### src/rtl/admux_pkg.sv
package admux_pkg;

  typedef enum logic [2:0] {
    PH_IDLE, PH_ADDR, PH_AHOLD, PH_RDOE, PH_RDREC, PH_WRSTB, PH_WRHOLD, PH_WRREC
  } phase_t;

  // whole cycles covering a limit given in picoseconds, never below one
  function automatic int ps2cyc(int lim_ps, int clk_ps);
    int c;
    c = (lim_ps + clk_ps - 1) / clk_ps;
    return (c < 1) ? 1 : c;
  endfunction

  function automatic int max3(int a, int b, int c);
    int m;
    m = (a > b) ? a : b;
    return (m > c) ? m : c;
  endfunction

  // address phase: strobe low width and address setup to its release
  function automatic int al_cycles(int clk_ps);
    return max3(ps2cyc(7500, clk_ps), ps2cyc(5000, clk_ps), 1);
  endfunction

  // hold phase: address hold and release-to-strobe spacing are both 2 ns
  function automatic int ah_cycles(int clk_ps);
    return ps2cyc(2000, clk_ps);
  endfunction

  // read strobe: data valid from strobe, from address and from chip enable
  function automatic int oe_cycles(int clk_ps, int al, int ah);
    int pre;
    pre = (al + ah) * clk_ps;
    return max3(ps2cyc(25000, clk_ps), ps2cyc(32000 - pre, clk_ps),
                ps2cyc(34500 - pre, clk_ps));
  endfunction

  // read recovery: bus release, chip enable high time, full cycle length
  function automatic int rr_cycles(int clk_ps, int al, int ah, int oe);
    return max3(ps2cyc(22500, clk_ps), ps2cyc(10000, clk_ps),
                max3(ps2cyc(54500 - (al + ah + oe) * clk_ps, clk_ps),
                     ps2cyc(15000 - (ah + oe) * clk_ps, clk_ps), 1));
  endfunction

  // write strobe: low width, data setup, address/chip-enable time to release
  function automatic int wp_cycles(int clk_ps, int al, int ah);
    return max3(ps2cyc(20000, clk_ps), ps2cyc(18000, clk_ps),
                ps2cyc(30000 - (al + ah) * clk_ps, clk_ps));
  endfunction

  // write hold: data held after the strobe release
  function automatic int wh_cycles(int clk_ps);
    return ps2cyc(2000, clk_ps);
  endfunction

  // write recovery: chip enable high, strobe high time, address-valid high time
  function automatic int wr_cycles(int clk_ps, int ah, int wp, int wh);
    return max3(ps2cyc(10000, clk_ps), ps2cyc(10000 - wh * clk_ps, clk_ps),
                ps2cyc(15000 - (ah + wp + wh) * clk_ps, clk_ps));
  endfunction

endpackage

### src/rtl/admux_phase_timer.sv
module admux_phase_timer #(
  parameter int CNT_W = 2
) (
  input  logic             clk,
  input  logic             rst_n,
  input  logic             load,
  input  logic [CNT_W-1:0] load_val,
  output logic             last
);
  logic [CNT_W-1:0] cnt;

  always_ff @(posedge clk) begin
    if (!rst_n)          cnt <= '0;
    else if (load)       cnt <= load_val;
    else if (cnt != '0)  cnt <= cnt - 1'b1;
  end

  assign last = (cnt == '0);
endmodule

### src/rtl/admux_pad_mux.sv
module admux_pad_mux #(
  parameter int BUS_W = 16
) (
  input  logic             sel_addr,
  input  logic             sel_data,
  input  logic [BUS_W-1:0] addr,
  input  logic [BUS_W-1:0] wdata,
  output logic [BUS_W-1:0] bus_out,
  output logic             bus_oe
);
  always_comb begin
    if (sel_addr)      bus_out = addr;
    else if (sel_data) bus_out = wdata;
    else               bus_out = '0;
  end
  assign bus_oe = sel_addr | sel_data;
endmodule

### src/rtl/admux_sequencer.sv
module admux_sequencer
  import admux_pkg::*;
#(
  parameter int N_AL  = 1,
  parameter int N_AH  = 1,
  parameter int N_OE  = 3,
  parameter int N_RR  = 3,
  parameter int N_WP  = 2,
  parameter int N_WH  = 1,
  parameter int N_WR  = 1,
  parameter int CNT_W = 2
) (
  input  logic clk,
  input  logic rst_n,
  input  logic req_valid,
  input  logic req_write,
  output logic busy,
  output logic accept,
  output logic rd_sample,
  output logic finish,
  output logic ce_n,
  output logic adv_n,
  output logic oe_n,
  output logic we_n,
  output logic sel_addr,
  output logic sel_data
);
  phase_t st, st_nxt;
  logic   is_wr;
  logic   ph_last;
  logic   ph_load;
  logic [CNT_W-1:0] ph_len;

  function automatic logic [CNT_W-1:0] span_m1(phase_t p);
    case (p)
      PH_ADDR:   return CNT_W'(N_AL - 1);
      PH_AHOLD:  return CNT_W'(N_AH - 1);
      PH_RDOE:   return CNT_W'(N_OE - 1);
      PH_RDREC:  return CNT_W'(N_RR - 1);
      PH_WRSTB:  return CNT_W'(N_WP - 1);
      PH_WRHOLD: return CNT_W'(N_WH - 1);
      PH_WRREC:  return CNT_W'(N_WR - 1);
      default:   return '0;
    endcase
  endfunction

  always_comb begin
    st_nxt = st;
    case (st)
      PH_IDLE:   if (req_valid) st_nxt = PH_ADDR;
      PH_ADDR:   if (ph_last)   st_nxt = PH_AHOLD;
      PH_AHOLD:  if (ph_last)   st_nxt = is_wr ? PH_WRSTB : PH_RDOE;
      PH_RDOE:   if (ph_last)   st_nxt = PH_RDREC;
      PH_RDREC:  if (ph_last)   st_nxt = PH_IDLE;
      PH_WRSTB:  if (ph_last)   st_nxt = PH_WRHOLD;
      PH_WRHOLD: if (ph_last)   st_nxt = PH_WRREC;
      PH_WRREC:  if (ph_last)   st_nxt = PH_IDLE;
      default:                  st_nxt = PH_IDLE;
    endcase
  end

  // named events for the datapath and the assertions
  assign accept    = (st == PH_IDLE) && req_valid;
  assign rd_sample = (st == PH_RDOE) && ph_last;
  assign finish    = (st != PH_IDLE) && (st_nxt == PH_IDLE);
  assign busy      = (st != PH_IDLE);
  assign ph_load   = (st_nxt != st);
  assign ph_len    = span_m1(st_nxt);

  admux_phase_timer #(.CNT_W(CNT_W)) u_timer (
    .clk(clk), .rst_n(rst_n), .load(ph_load), .load_val(ph_len), .last(ph_last)
  );

  always_ff @(posedge clk) begin
    if (!rst_n) begin
      st <= PH_IDLE;  is_wr <= 1'b0;
      ce_n <= 1'b1;   adv_n <= 1'b1;  oe_n <= 1'b1;  we_n <= 1'b1;
      sel_addr <= 1'b0; sel_data <= 1'b0;
    end else begin
      st <= st_nxt;
      if (accept) is_wr <= req_write;
      ce_n     <= !(st_nxt inside {PH_ADDR, PH_AHOLD, PH_RDOE, PH_WRSTB, PH_WRHOLD});
      adv_n    <= (st_nxt != PH_ADDR);
      oe_n     <= (st_nxt != PH_RDOE);
      we_n     <= (st_nxt != PH_WRSTB);
      sel_addr <= (st_nxt inside {PH_ADDR, PH_AHOLD});
      sel_data <= (st_nxt inside {PH_WRSTB, PH_WRHOLD});
    end
  end

  // low-run counters for strobe width checks
  int unsigned adv_run, we_run;
  always_ff @(posedge clk) begin
    if (!rst_n) begin
      adv_run <= 0; we_run <= 0;
    end else begin
      adv_run <= adv_n ? 0 : adv_run + 1;
      we_run  <= we_n  ? 0 : we_run + 1;
    end
  end

  assert_adv_width_R2: assert property (@(posedge clk) disable iff (!rst_n)
    $rose(adv_n) |-> (adv_run >= N_AL));
  assert_we_width_R5: assert property (@(posedge clk) disable iff (!rst_n)
    $rose(we_n) |-> (we_run >= N_WP));
  assert_strobe_excl_R8: assert property (@(posedge clk) disable iff (!rst_n)
    !(!oe_n && !we_n));
  assert_ce_frames_R8: assert property (@(posedge clk) disable iff (!rst_n)
    (!adv_n || !oe_n || !we_n) |-> !ce_n);
  assert_accept_starts_R9: assert property (@(posedge clk) disable iff (!rst_n)
    accept |=> (!adv_n && !ce_n && busy));
endmodule

### src/rtl/admux_master.sv
module admux_master
  import admux_pkg::*;
#(
  parameter int BUS_W  = 16,
  parameter int CLK_PS = 10000,
  parameter int N_AL   = al_cycles(CLK_PS),
  parameter int N_AH   = ah_cycles(CLK_PS),
  parameter int N_OE   = oe_cycles(CLK_PS, N_AL, N_AH),
  parameter int N_RR   = rr_cycles(CLK_PS, N_AL, N_AH, N_OE),
  parameter int N_WP   = wp_cycles(CLK_PS, N_AL, N_AH),
  parameter int N_WH   = wh_cycles(CLK_PS),
  parameter int N_WR   = wr_cycles(CLK_PS, N_AH, N_WP, N_WH)
) (
  input  logic             clk,
  input  logic             rst_n,
  input  logic             req_valid,
  input  logic             req_write,
  input  logic [BUS_W-1:0] req_addr,
  input  logic [BUS_W-1:0] req_wdata,
  output logic             busy,
  output logic             done,
  output logic [BUS_W-1:0] rd_data,
  output logic             bus_ce_n,
  output logic             bus_adv_n,
  output logic             bus_oe_n,
  output logic             bus_we_n,
  output logic [BUS_W-1:0] bus_out,
  output logic             bus_oe,
  input  logic [BUS_W-1:0] bus_in
);
  localparam int N_MAX = max3(max3(N_AL, N_AH, N_OE), max3(N_RR, N_WP, N_WH), N_WR);
  localparam int CNT_W = (N_MAX < 2) ? 1 : $clog2(N_MAX);

  logic accept, rd_sample, finish, sel_addr, sel_data;
  logic [BUS_W-1:0] addr_q, wdata_q;

  admux_sequencer #(
    .N_AL(N_AL), .N_AH(N_AH), .N_OE(N_OE), .N_RR(N_RR),
    .N_WP(N_WP), .N_WH(N_WH), .N_WR(N_WR), .CNT_W(CNT_W)
  ) u_seq (
    .clk(clk), .rst_n(rst_n), .req_valid(req_valid), .req_write(req_write),
    .busy(busy), .accept(accept), .rd_sample(rd_sample), .finish(finish),
    .ce_n(bus_ce_n), .adv_n(bus_adv_n), .oe_n(bus_oe_n), .we_n(bus_we_n),
    .sel_addr(sel_addr), .sel_data(sel_data)
  );

  admux_pad_mux #(.BUS_W(BUS_W)) u_pad (
    .sel_addr(sel_addr), .sel_data(sel_data), .addr(addr_q), .wdata(wdata_q),
    .bus_out(bus_out), .bus_oe(bus_oe)
  );

  always_ff @(posedge clk) begin
    if (!rst_n) begin
      addr_q <= '0; wdata_q <= '0; rd_data <= '0; done <= 1'b0;
    end else begin
      if (accept) begin
        addr_q  <= req_addr;
        wdata_q <= req_wdata;
      end
      if (rd_sample) rd_data <= bus_in;
      done <= finish;
    end
  end

  assert_no_contention_R8: assert property (@(posedge clk) disable iff (!rst_n)
    !bus_oe_n |-> !bus_oe);
  assert_addr_on_pins_R2: assert property (@(posedge clk) disable iff (!rst_n)
    !bus_adv_n |-> (bus_oe && bus_out == addr_q));
  assert_done_pulse_R6: assert property (@(posedge clk) disable iff (!rst_n)
    done |-> (!busy ##1 !done));
  assert_busy_ignores_R7: assert property (@(posedge clk) disable iff (!rst_n)
    (busy && $past(busy)) |-> ($stable(addr_q) && $stable(wdata_q)));
endmodule

### config.mk
export PLATFORM = sky130hd
export DESIGN_NAME = admux_master
export DESIGN_NICKNAME = d
export VERILOG_FILES = /design/src/rtl/admux_pkg.sv /design/src/rtl/admux_phase_timer.sv /design/src/rtl/admux_pad_mux.sv /design/src/rtl/admux_sequencer.sv /design/src/rtl/admux_master.sv
export SDC_FILE = /design/constraint.sdc
export NUM_CORES = 1
export LEC_CHECK = 0
export BUFFER_PORTS_ARGS = -buffer_cell sky130_fd_sc_hd__buf_2
export CAP_MARGIN = 20
export CELL_PAD_IN_SITES_DETAIL_PLACEMENT = 1
export CELL_PAD_IN_SITES_GLOBAL_PLACEMENT = 1
export CORE_MARGIN = 8
export CORE_UTILIZATION = 33
export CTS_BUF_LIST = sky130_fd_sc_hd__clkbuf_4
export CTS_CLUSTER_DIAMETER = 30
export DETAILED_ROUTE_END_ITERATION = 16
export PLACE_DENSITY = 0.76
export SYNTH_ARGS = -nofsm -noshare
export SYNTH_HDL_FRONTEND = slang
export SYNTH_SLANG_ARGS = --single-unit
### constraint.sdc
create_clock -name clk -period 1.6 [get_ports clk]
set_clock_uncertainty 0.1 [all_clocks]
set_input_delay 0.16 -clock clk [delete_from_list [all_inputs] [get_ports clk]]
set_output_delay 0.16 -clock clk [all_outputs]
set_load 0.02 [all_outputs]
# --- After elaboration in Yosys (flattened, before gate mapping) ---
# Cells that the tools add are included.
classes:
  n_addsub: 1
  muxes: 14
  n_reduce_logical: 15
  n_bitwise: 1
  eq_ne: 17
op_table:
  columns: ["op", "count"]
  rows:
  - ["$mux W16", 2]
  - ["$mux W3", 8]
  - ["$eq A3 B3 Y1 const B", 7]
  - ["$pmux W3 S7", 1]
  - ["$eq A3 B2 Y1 const B", 4]
  - ["$reduce_bool A2 Y1", 4]
  - ["$eq A3 B1 Y1 const B", 2]
  - ["$logic_not A3 Y1", 2]
  - ["$reduce_bool A5 Y1", 1]
  - ["$mux W2", 2]
  - ["$pmux W2 S2", 1]
  - ["$reduce_or A2 Y1", 2]
  - ["$logic_and A1 B1 Y1", 3]
  - ["$ne A3 B1 Y1 const B", 1]
  - ["$ne A3 B2 Y1 const B", 1]
  - ["$ne A3 B3 Y1", 1]
  - ["$ne A3 B3 Y1 const B", 1]
  - ["$reduce_bool A3 Y1", 1]
  - ["$logic_not A2 Y1", 1]
  - ["$sub A2 B1 Y2 const B", 1]
  - ["$logic_not A1 Y1", 1]
  - ["$or A1 B1 Y1", 1]
totals:
  out_inout_bits: 39
  reg_bits: 61
  inputBits: 52

# --- Longest topological paths before layout ---
# Gate-level depths: netlist of the first run.
depth:
  ltp_word: 7
  depth_mapped: 8

# --- Hierarchy ---
# From an unflattened synthesis of the first run, not the netlist that was laid out.
unflattened:
  hier_cells: 260
  area_unflattened_um2: 2770.2
by_module_without_submodules:
  columns: ["module", "area_per_inst_um2", "n_inst", "seq_area_each_um2", "cells_per_inst"]
  rows:
  - ["admux_master", 1891.8, 1, 980.9, 157]
  - ["admux_sequencer", 553.0, 1, 200.2, 65]
  - ["admux_pad_mux", 201.4, 1, 0.0, 25]
  - ["admux_phase_timer", 123.9, 1, 40.0, 13]

# --- Least setup slack after synthesis of the first run ---
# OpenSTA, ideal clock, no wires.
synth_path:
  path_type: "register to output"
  start: "reg u_seq.sel_data"
  end: "out bus_out[10]"
  setup_slack_ps: 1
  arrival_ps: 1339
  path_stages_with_launch: 5
  cell_sequence: "dfxtp_1 -> clkbuf_1 -> clkbuf_1 -> nand2_1 -> o21ai_0"
synth_between:
  elab_chain_len: 2
synth_lines:
  columns: ["element", "line", "rtl"]
  rows:
  - ["from (decl)", "admux_sequencer.sv:26", "output logic sel_data"]
  - ["from (signal assigned)", "admux_sequencer.sv:87", "sel_data <= (st_nxt inside {PH_WRSTB, PH_WRHOLD});"]
  - ["$mux W16", "admux_pad_mux.sv:13", "else if (sel_data) bus_out = wdata;"]
  - ["$mux W16", "admux_pad_mux.sv:12", "if (sel_addr) bus_out = addr;"]
  - ["to (decl)", "admux_master.sv:27", "output logic [BUS_W-1:0] bus_out,"]
# No other way between the ends.

# --- Worst setup path after layout of the first run ---
layout_path:
  start: "reg u_seq.st[2]"
  end: "out busy"
layout_between:
  elab_chain_len: 1
layout_lines:
  columns: ["element", "line", "rtl"]
  rows:
  - ["from (decl)", "admux_sequencer.sv:28", "phase_t st, st_nxt;"]
  - ["from (signal assigned)", "admux_sequencer.sv:80", "st <= st_nxt;"]
  - ["$reduce_bool A3 Y1", "admux_sequencer.sv:66", "assign busy = (st != PH_IDLE);"]
  - ["to (decl)", "admux_master.sv:20", "output logic busy,"]
# No other way between the ends.

==> metrics.txt, run 1 <==
# TYPE chip_impl_metric gauge
chip_impl_metric{name="global_route_wire_length_before_repair",unit="µm"} 15500
chip_impl_metric{name="maximum_resistive_drop_on_vdd",unit="µV"} 652
chip_impl_metric{name="syn-instance-count",unit=""} 340
chip_impl_metric{name="max_slew_headroom_at_the_worst_pin",unit=""} 0.688
chip_impl_metric{name="htreeDepth",unit=""} 3
chip_impl_metric{name="detailroute.via_count",unit=""} 2885
chip_impl_metric{name="synth_edf_count",unit=""} 0
chip_impl_info{name="hold_class",value="in2reg"} 1
chip_impl_metric{name="antenna_left",unit=""} 0
chip_impl_metric{name="syn-cell-area",unit="µm²"} 2660
chip_impl_metric{name="timing.critical_path.required",unit="ns"} 1.34
chip_impl_metric{name="layout_worst_path_cycle_share",unit=""} 0.998
chip_impl_metric{name="drcViolationCount",unit=""} 0
chip_impl_info{name="endpoint_kind",value="output port"} 1
chip_impl_metric{name="layout_setup_ws",unit="ns"} 0.00307
chip_impl_metric{name="maxSlewViolCount",unit=""} 0
chip_impl_info{name="rsz0062_at_grt",value="true"} 1
chip_impl_metric{name="via_per_inst",unit=""} 4.88
chip_impl_metric{name="drive_above_1_share",unit=""} 0.294
chip_impl_metric{name="dp_slack",unit="ns"} -0.103
chip_impl_metric{name="pin_count",unit=""} 91
chip_impl_metric{name="finish.net_count",unit=""} 537
chip_impl_metric{name="post_synth.cell_area_avg",unit="µm²"} 7.83
chip_impl_metric{name="max_cap_viol_count",unit=""} 0
chip_impl_metric{name="die_height",unit="µm"} 106
chip_impl_metric{name="post_synth_num_cell_types",unit=""} 36
chip_impl_metric{name="antenna_found_initial",unit=""} 0
chip_impl_metric{name="r2r_slack",unit="ns"} 0.10
chip_impl_metric{name="fp.dieArea",unit="µm²"} 11200
chip_impl_metric{name="synth_top_cell_area_share",unit=""} 0.459
chip_impl_metric{name="ys.warnings.count",unit=""} 0
chip_impl_metric{name="total_core_area",unit="µm²"} 7770
chip_impl_metric{name="fillCellCount",unit=""} 956
chip_impl_metric{name="row_count",unit=""} 32
chip_impl_metric{name="gr_overflow_total",unit=""} 0
chip_impl_info{name="post-synth-top-area-cell",value="dfxtp_1"} 1
chip_impl_metric{name="fmaxAchievable",unit="GHz"} 0.626
chip_impl_info{name="cp-endpoint",value="busy"} 1
chip_impl_info{name="cts_root_buf",value="clkbuf_4"} 1
chip_impl_metric{name="post-cts-setup-buffer-count",unit=""} 0
chip_impl_metric{name="clk_latency",unit="ns"} 0.39
chip_impl_metric{name="tightest_pin_transition",unit="ns"} 0.456
chip_impl_info{name="leading_cell_types_by_count_after_synthesis",value="nand2_1 (135), dfxtp_1 (61), a21boi_1 (37)"} 1
chip_impl_metric{name="synthToLayoutAreaGrowth",unit="%"} 52.3
chip_impl_metric{name="finalWirelength",unit="µm"} 9460
chip_impl_metric{name="drt-initial-drc-count",unit=""} 51
chip_impl_metric{name="grt_max_degree",unit=""} 37
chip_impl_info{name="timing.rr.start",value="u_seq.st[2]"} 1
chip_impl_info{name="ys_dominant_reg_cell",value="dfxtp_1"} 1
chip_impl_metric{name="worst_setup_hold_path_clk_slew",unit="ns"} 0.10
chip_impl_metric{name="sequential_cell_area",unit="µm²"} 1230
chip_impl_metric{name="p_per_area",unit="nW/µm²"} 1230
chip_impl_info{name="cp-startpoint",value="u_seq.st[2]"} 1
chip_impl_metric{name="ctsLongestPathBuffers",unit=""} 2
chip_impl_metric{name="post_drt_wl_per_cell",unit="µm"} 16.0
chip_impl_metric{name="synthArstFlopShare",unit=""} 0
chip_impl_info{name="outcome",value="finished clean"} 1
chip_impl_metric{name="rr_worst_depth",unit=""} 5
chip_impl_metric{name="n_antenna_cell",unit=""} 0
chip_impl_metric{name="mappedNetlistNets",unit=""} 393
chip_impl_metric{name="final_non_filler_cells",unit=""} 591
chip_impl_metric{name="min_delay_path_depth",unit=""} 4
chip_impl_metric{name="place_inst",unit=""} 525
chip_impl_metric{name="cts_buffers",unit=""} 9
chip_impl_metric{name="time_the_worst_path_needs_with_i_o_delays_and_setup",unit="ns"} 1.60
chip_impl_metric{name="synth.ff_latch_count",unit=""} 61
chip_impl_metric{name="yosysSeqAreaShare",unit=""} 0.459
chip_impl_metric{name="tritoncts_num_sinks",unit=""} 61
chip_impl_metric{name="fp.dieW",unit="µm"} 106
chip_impl_info{name="worstSetupPathType",value="reg2out"} 1
chip_impl_metric{name="dp_hpwl",unit="µm"} 5860
chip_impl_info{name="cp-start-kind",value="register"} 1
chip_impl_metric{name="multi_input_area",unit="µm²"} 1320
chip_impl_metric{name="finalWeightedCongestion",unit=""} 0.829
chip_impl_info{name="reg2reg_to",value="wdata_q[9]"} 1
chip_impl_metric{name="initial_core_utilization",unit=""} 0.343
chip_impl_metric{name="timing_hold_violations_final",unit=""} 0
chip_impl_metric{name="detail_route.first_pass.iterations",unit=""} 6
chip_impl_metric{name="setup_viol_count_final",unit=""} 0
chip_impl_info{name="post-synth-top-count-cell",value="nand2_1"} 1
chip_impl_metric{name="grt_use_total",unit=""} 0.171
chip_impl_metric{name="p_leak",unit="µW"} 0.00173
chip_impl_metric{name="number_of_global_route_vias_before_repair",unit=""} 3129
chip_impl_metric{name="worst-endpoint-arrival",unit="ns"} 1.34
chip_impl_info{name="tritoncts",value="yes"} 1
chip_impl_metric{name="portBuffers",unit=""} 90
chip_impl_info{name="post_synth_main_area_contributors",value="dfxtp_1 (46%), nand2_1 (19%), a21boi_1 (10%)"} 1
chip_impl_metric{name="timing.critical_path.fanout_max",unit=""} 4
[layer usage]
| metal | GRT usage | part of all wire | vias up |
|---|---|---|---|
| met4 | 0.0683 | 0.019 | 0 |
| met5 | 0 | 0 | - |
| met3 | 0.0402 | 0.043 | 16 |
| met2 | 0.304 | 0.52 | 71 |
| met1 | 0.191 | 0.42 | 1386 |
| li1 | - | - | 1412 |
[worst max-delay path, cell delays in order (launching register included)]
cell and delay (ns):
dfxtp_2 0.35, or3_4 0.44, buf_6 0.15
[layout by cell type, fill, tap and decap left out, types with 2 or more instances in the layout]
| cell | count |
|---|---|
| buf_6 | 10 |
| inv_1 | 7 |
| o211ai_1 | 4 |
| o21ai_1 | 7 |
| dlygate4sd3_1 | 50 |
| nand3_1 | 3 |
| clkinv_2 | 2 |
| o21ai_2 | 9 |
| dfxtp_1 | 56 |
| buf_12 | 4 |
| dfxtp_2 | 5 |
| nor3_1 | 3 |
| a21boi_1 | 38 |
| buf_2 | 76 |
| nand2_1 | 134 |
| a21boi_0 | 11 |
| a21oi_1 | 7 |
| o21a_1 | 3 |
| nor2_1 | 6 |
| buf_4 | 17 |
| clkbuf_4 | 11 |
[worst min path at each step]
stage,from,to
floorplan,req_addr[0],addr_q[0]
global placement,bus_in[3],rd_data[3]
detailed placement,req_addr[11],addr_q[11]
CTS,req_valid,u_seq.adv_n
global route,req_valid,u_seq.adv_n
finish,req_valid,u_seq.adv_n
[repair_timing]
action | CTS | global route
pin swaps | 1 | 0
hold buffers | 50 | 0
hold endpoints to repair | 51 | 0
endpoints found under the setup margin | 32 | 39
gates resized for setup | 25 | 37
[kinds of logic after synthesis]
| logic type | share of synthesized area |
|---|---|
| buffers and inverters | 0.0630 |
| adders and majority gates | 0.00470 |
| AOI/OAI and AO/OA | 0.225 |
| DFF | 0.459 |
| and+or+nand+nor | 0.248 |
[metrics by stage]
step | instance area [µm²] | TNS, ns | utilization | hold slack, ns | power (µW)
4_1_cts | 3970 | -0.0277 | 0.510 | 0.110 | 4940
5_1_grt | 4050 | -0.175 | 0.522 | 0.212 | 5350
2_1_floorplan | 2660 | 0 | - | 0.195 | 3070
6_report | 4050 | 0 | 0.522 | 0.141 | 4990
3_5_place_dp | 3280 | -0.780 | 0.423 | 0.308 | 3700
3_3_place_gp | 3280 | 0 | 0.423 | 0.302 | 3640
[power breakdown]
part	switching (µW)	leakage (µW)	internal (µW)
combinational	1140	0.00115	866
sequential	151	0.000500	1770
clock	561	0.0000743	502
total	1850	0.00173	3140
[area by class of cell]
cell class	count	share of cell area
multi-input cells	247	0.326
flip-flops and latches	61	0.303
repair buffers	158	0.300
well taps	102	0.0315
clock buffers	11	0.0204
clock inverters	5	0.0127
inverters	7	0.00648
[state kept, by name, summed over array words and instances (netlist names)]
name               cells
addr_q                16
rd_data               16
wdata_q               16
u_seq.st               3
u_seq.u_timer.cnt      2
done                   1
u_seq.adv_n            1
u_seq.ce_n             1
u_seq.is_wr            1
u_seq.oe_n             1
u_seq.sel_addr         1
u_seq.sel_data         1
u_seq.we_n             1
Power figures use the tool's default switching activity.
==> inputs of run 2 (changes only) <==
Settings changed: CAP_MARGIN 20 to default, CORE_MARGIN 8 to 4.
==> metrics.txt, run 2 (same netlist as run 1, synthesis figures left out) <==
# TYPE chip_impl_metric gauge
chip_impl_metric{name="gr_overflow_total",unit=""} 0
chip_impl_metric{name="timing.critical_path.required",unit="ns"} 1.34
chip_impl_metric{name="maxSlewViolCount",unit=""} 0
chip_impl_metric{name="fp.dieW",unit="µm"} 97.8
chip_impl_metric{name="timing.critical_path.fanout_max",unit=""} 33
chip_impl_metric{name="clk_latency",unit="ns"} 0.41
chip_impl_info{name="path_cells",value="buf_12 -> or2_2 -> buf_2"} 1
chip_impl_metric{name="finalWirelength",unit="µm"} 8940
chip_impl_metric{name="die_height",unit="µm"} 97.8
chip_impl_metric{name="post_dp_cell_area",unit="µm²"} 3280
chip_impl_metric{name="pin_count",unit=""} 91
chip_impl_metric{name="fmaxAchievable",unit="GHz"} 0.622
chip_impl_metric{name="grt_use_total",unit=""} 0.187
chip_impl_info{name="rsz0062_at_grt",value="true"} 1
chip_impl_metric{name="layout_setup_ws",unit="ns"} -0.00872
chip_impl_info{name="tritoncts",value="yes"} 1
chip_impl_metric{name="max_slew_headroom_at_the_worst_pin",unit=""} 0.709
chip_impl_metric{name="ctsLongestPathBuffers",unit=""} 2
chip_impl_info{name="hold_class",value="in2reg"} 1
chip_impl_metric{name="timing_hold_violations_final",unit=""} 0
chip_impl_metric{name="post_drt_wl_per_cell",unit="µm"} 15.1
chip_impl_metric{name="drt-initial-drc-count",unit=""} 46
chip_impl_metric{name="total_core_area",unit="µm²"} 7770
chip_impl_metric{name="detailroute.via_count",unit=""} 2841
chip_impl_metric{name="place_inst",unit=""} 525
chip_impl_metric{name="cts_buffers",unit=""} 9
chip_impl_metric{name="htreeDepth",unit=""} 3
chip_impl_metric{name="worst_setup_hold_path_clk_slew",unit="ns"} 0.11
chip_impl_info{name="cts_root_buf",value="clkbuf_4"} 1
chip_impl_metric{name="layout_worst_path_cycle_share",unit=""} 1.01
chip_impl_info{name="layout.cells.most_common_list",value="nand2_1 (135), buf_2 (76), dfxtp_1 (56), dlygate4sd3_1 (50), a21boi_1 (38)"} 1
chip_impl_metric{name="hold-worst-slack",unit="ns"} 0.112
chip_impl_info{name="largest_registers_in_the_final_layout",value="addr_q x16, rd_data x16, wdata_q x16"} 1
chip_impl_metric{name="p_leak",unit="µW"} 0.00171
chip_impl_metric{name="row_count",unit=""} 32
chip_impl_metric{name="drcViolationCount",unit=""} 0
chip_impl_metric{name="finalWeightedCongestion",unit=""} 0.766
chip_impl_info{name="worstSetupPathType",value="reg2out"} 1
chip_impl_metric{name="detail_route.first_pass.iterations",unit=""} 4
chip_impl_metric{name="p_per_area",unit="nW/µm²"} 1210
chip_impl_metric{name="n_antenna_cell",unit=""} 0
chip_impl_info{name="cpMaxStageDelayCell",value="dfxtp_2"} 1
chip_impl_info{name="outcome",value="complete, but fails checks"} 1
chip_impl_metric{name="via_per_inst",unit=""} 4.79
chip_impl_info{name="endpoint_kind",value="output port"} 1
chip_impl_metric{name="antenna_found_initial",unit=""} 0
chip_impl_metric{name="dp_hpwl",unit="µm"} 5420
chip_impl_metric{name="grt_max_degree",unit=""} 36
chip_impl_metric{name="antenna_left",unit=""} 0
chip_impl_info{name="most_common_cell_after_layout_fill_and_taps_aside",value="nand2_1"} 1
chip_impl_info{name="cp-start-kind",value="register"} 1
chip_impl_metric{name="tritoncts_num_sinks",unit=""} 61
chip_impl_metric{name="time_the_worst_path_needs_with_i_o_delays_and_setup",unit="ns"} 1.61
chip_impl_metric{name="fp.dieArea",unit="µm²"} 9560
chip_impl_metric{name="final_non_filler_cells",unit=""} 593
chip_impl_metric{name="post-route-util",unit=""} 0.514
chip_impl_metric{name="global_route_wire_length_before_repair",unit="µm"} 14600
chip_impl_metric{name="finish.net_count",unit=""} 539
chip_impl_metric{name="dp_slack",unit="ns"} -0.0922
chip_impl_metric{name="max_cap_viol_count",unit=""} 0
chip_impl_metric{name="setup_viol_count_final",unit=""} 1
chip_impl_metric{name="synthToLayoutAreaGrowth",unit="%"} 49.9
chip_impl_metric{name="r2r_slack",unit="ns"} 0.08
chip_impl_metric{name="fin_area",unit="µm²"} 3990
chip_impl_metric{name="drive_above_1_share",unit=""} 0.285
chip_impl_metric{name="initial_core_utilization",unit=""} 0.343
chip_impl_metric{name="maximum_resistive_drop_on_vdd",unit="µV"} 701
chip_impl_metric{name="max_stage_delay",unit="ns"} 0.34
chip_impl_metric{name="portBuffers",unit=""} 90
chip_impl_metric{name="tightest_pin_transition",unit="ns"} 0.426
chip_impl_metric{name="number_of_global_route_vias_before_repair",unit=""} 3070
chip_impl_info{name="failed_checks",value="negative setup slack"} 1
chip_impl_metric{name="worst-endpoint-arrival",unit="ns"} 1.35
[run 2: cell count changes in the layout (fill, tap and decap cells not counted), moves of 2 or more]
cell / previous run / this run
o21ai_0: 0 / 6
buf_4: 17 / 27
buf_6: 10 / 3
o21ai_2: 9 / 2
clkinv_2: 2 / 4
[run 2: power by group]
group	internal, µW	switching [µW]	total [µW]	leakage, µW
combinational	856	1140	2000	0.00114
clock	344	587	931	0.0000664
sequential	1770	129	1900	0.000500
[run 2: area by class of cell]
cell class	count	area, µm²
inverters	7	26.3
flip-flops and latches	61	1230
multi-input cells	247	1300
clock inverters	5	27.5
fillers	967	3780
repair buffers	160	1200
well taps	102	128
clock buffers	11	82.6
[run 2: final timing paths]
kind            endpoint            from  cells past startpoint
min reg2reg   addr_q[12]      addr_q[12]                      2
max               bus_oe  u_seq.sel_addr                      3
max reg2reg   u_seq.we_n     u_seq.st[1]                      6
min          u_seq.adv_n       req_valid                      4
[run 2: stage by stage]
| stage | power, µW | TNS (ns) |
|---|---|---|
| finish | 4830 | -0.00872 |
| global route | 5180 | -0.395 |
| CTS | 4790 | -0.0200 |
| detailed placement | 3700 | -0.561 |
| global placement | 3640 | 0 |
| floorplan | 3070 | 0 |
[run 2: routing by layer]
| metal | share of wire | up-vias | global-route usage |
|---|---|---|---|
| li1 | - | 1405 | - |
| met1 | 0.42 | 1368 | 0.208 |
| met2 | 0.53 | 60 | 0.354 |
| met3 | 0.033 | 8 | 0.0407 |
| met4 | 0.011 | 0 | 0.0575 |
| met5 | 0 | - | 0 |
[run 2: what timing repair did]
action / in CTS / in global routing
gates resized for setup: 14 / 27
hold endpoints to repair: 51 / 0
setup endpoints to repair: 27 / 37
setup buffers: 2 / 0
pin swaps: 1 / 0
hold buffers: 50 / 0
[run 2: critical path: cells and delay by family, from the launching register on]
| kind | cells | cell delay, ns |
|---|---|---|
| flip-flops | 1 | 0.34 |
| buffers and inverters | 2 | 0.32 |
| AND/OR/NAND/NOR | 1 | 0.27 |
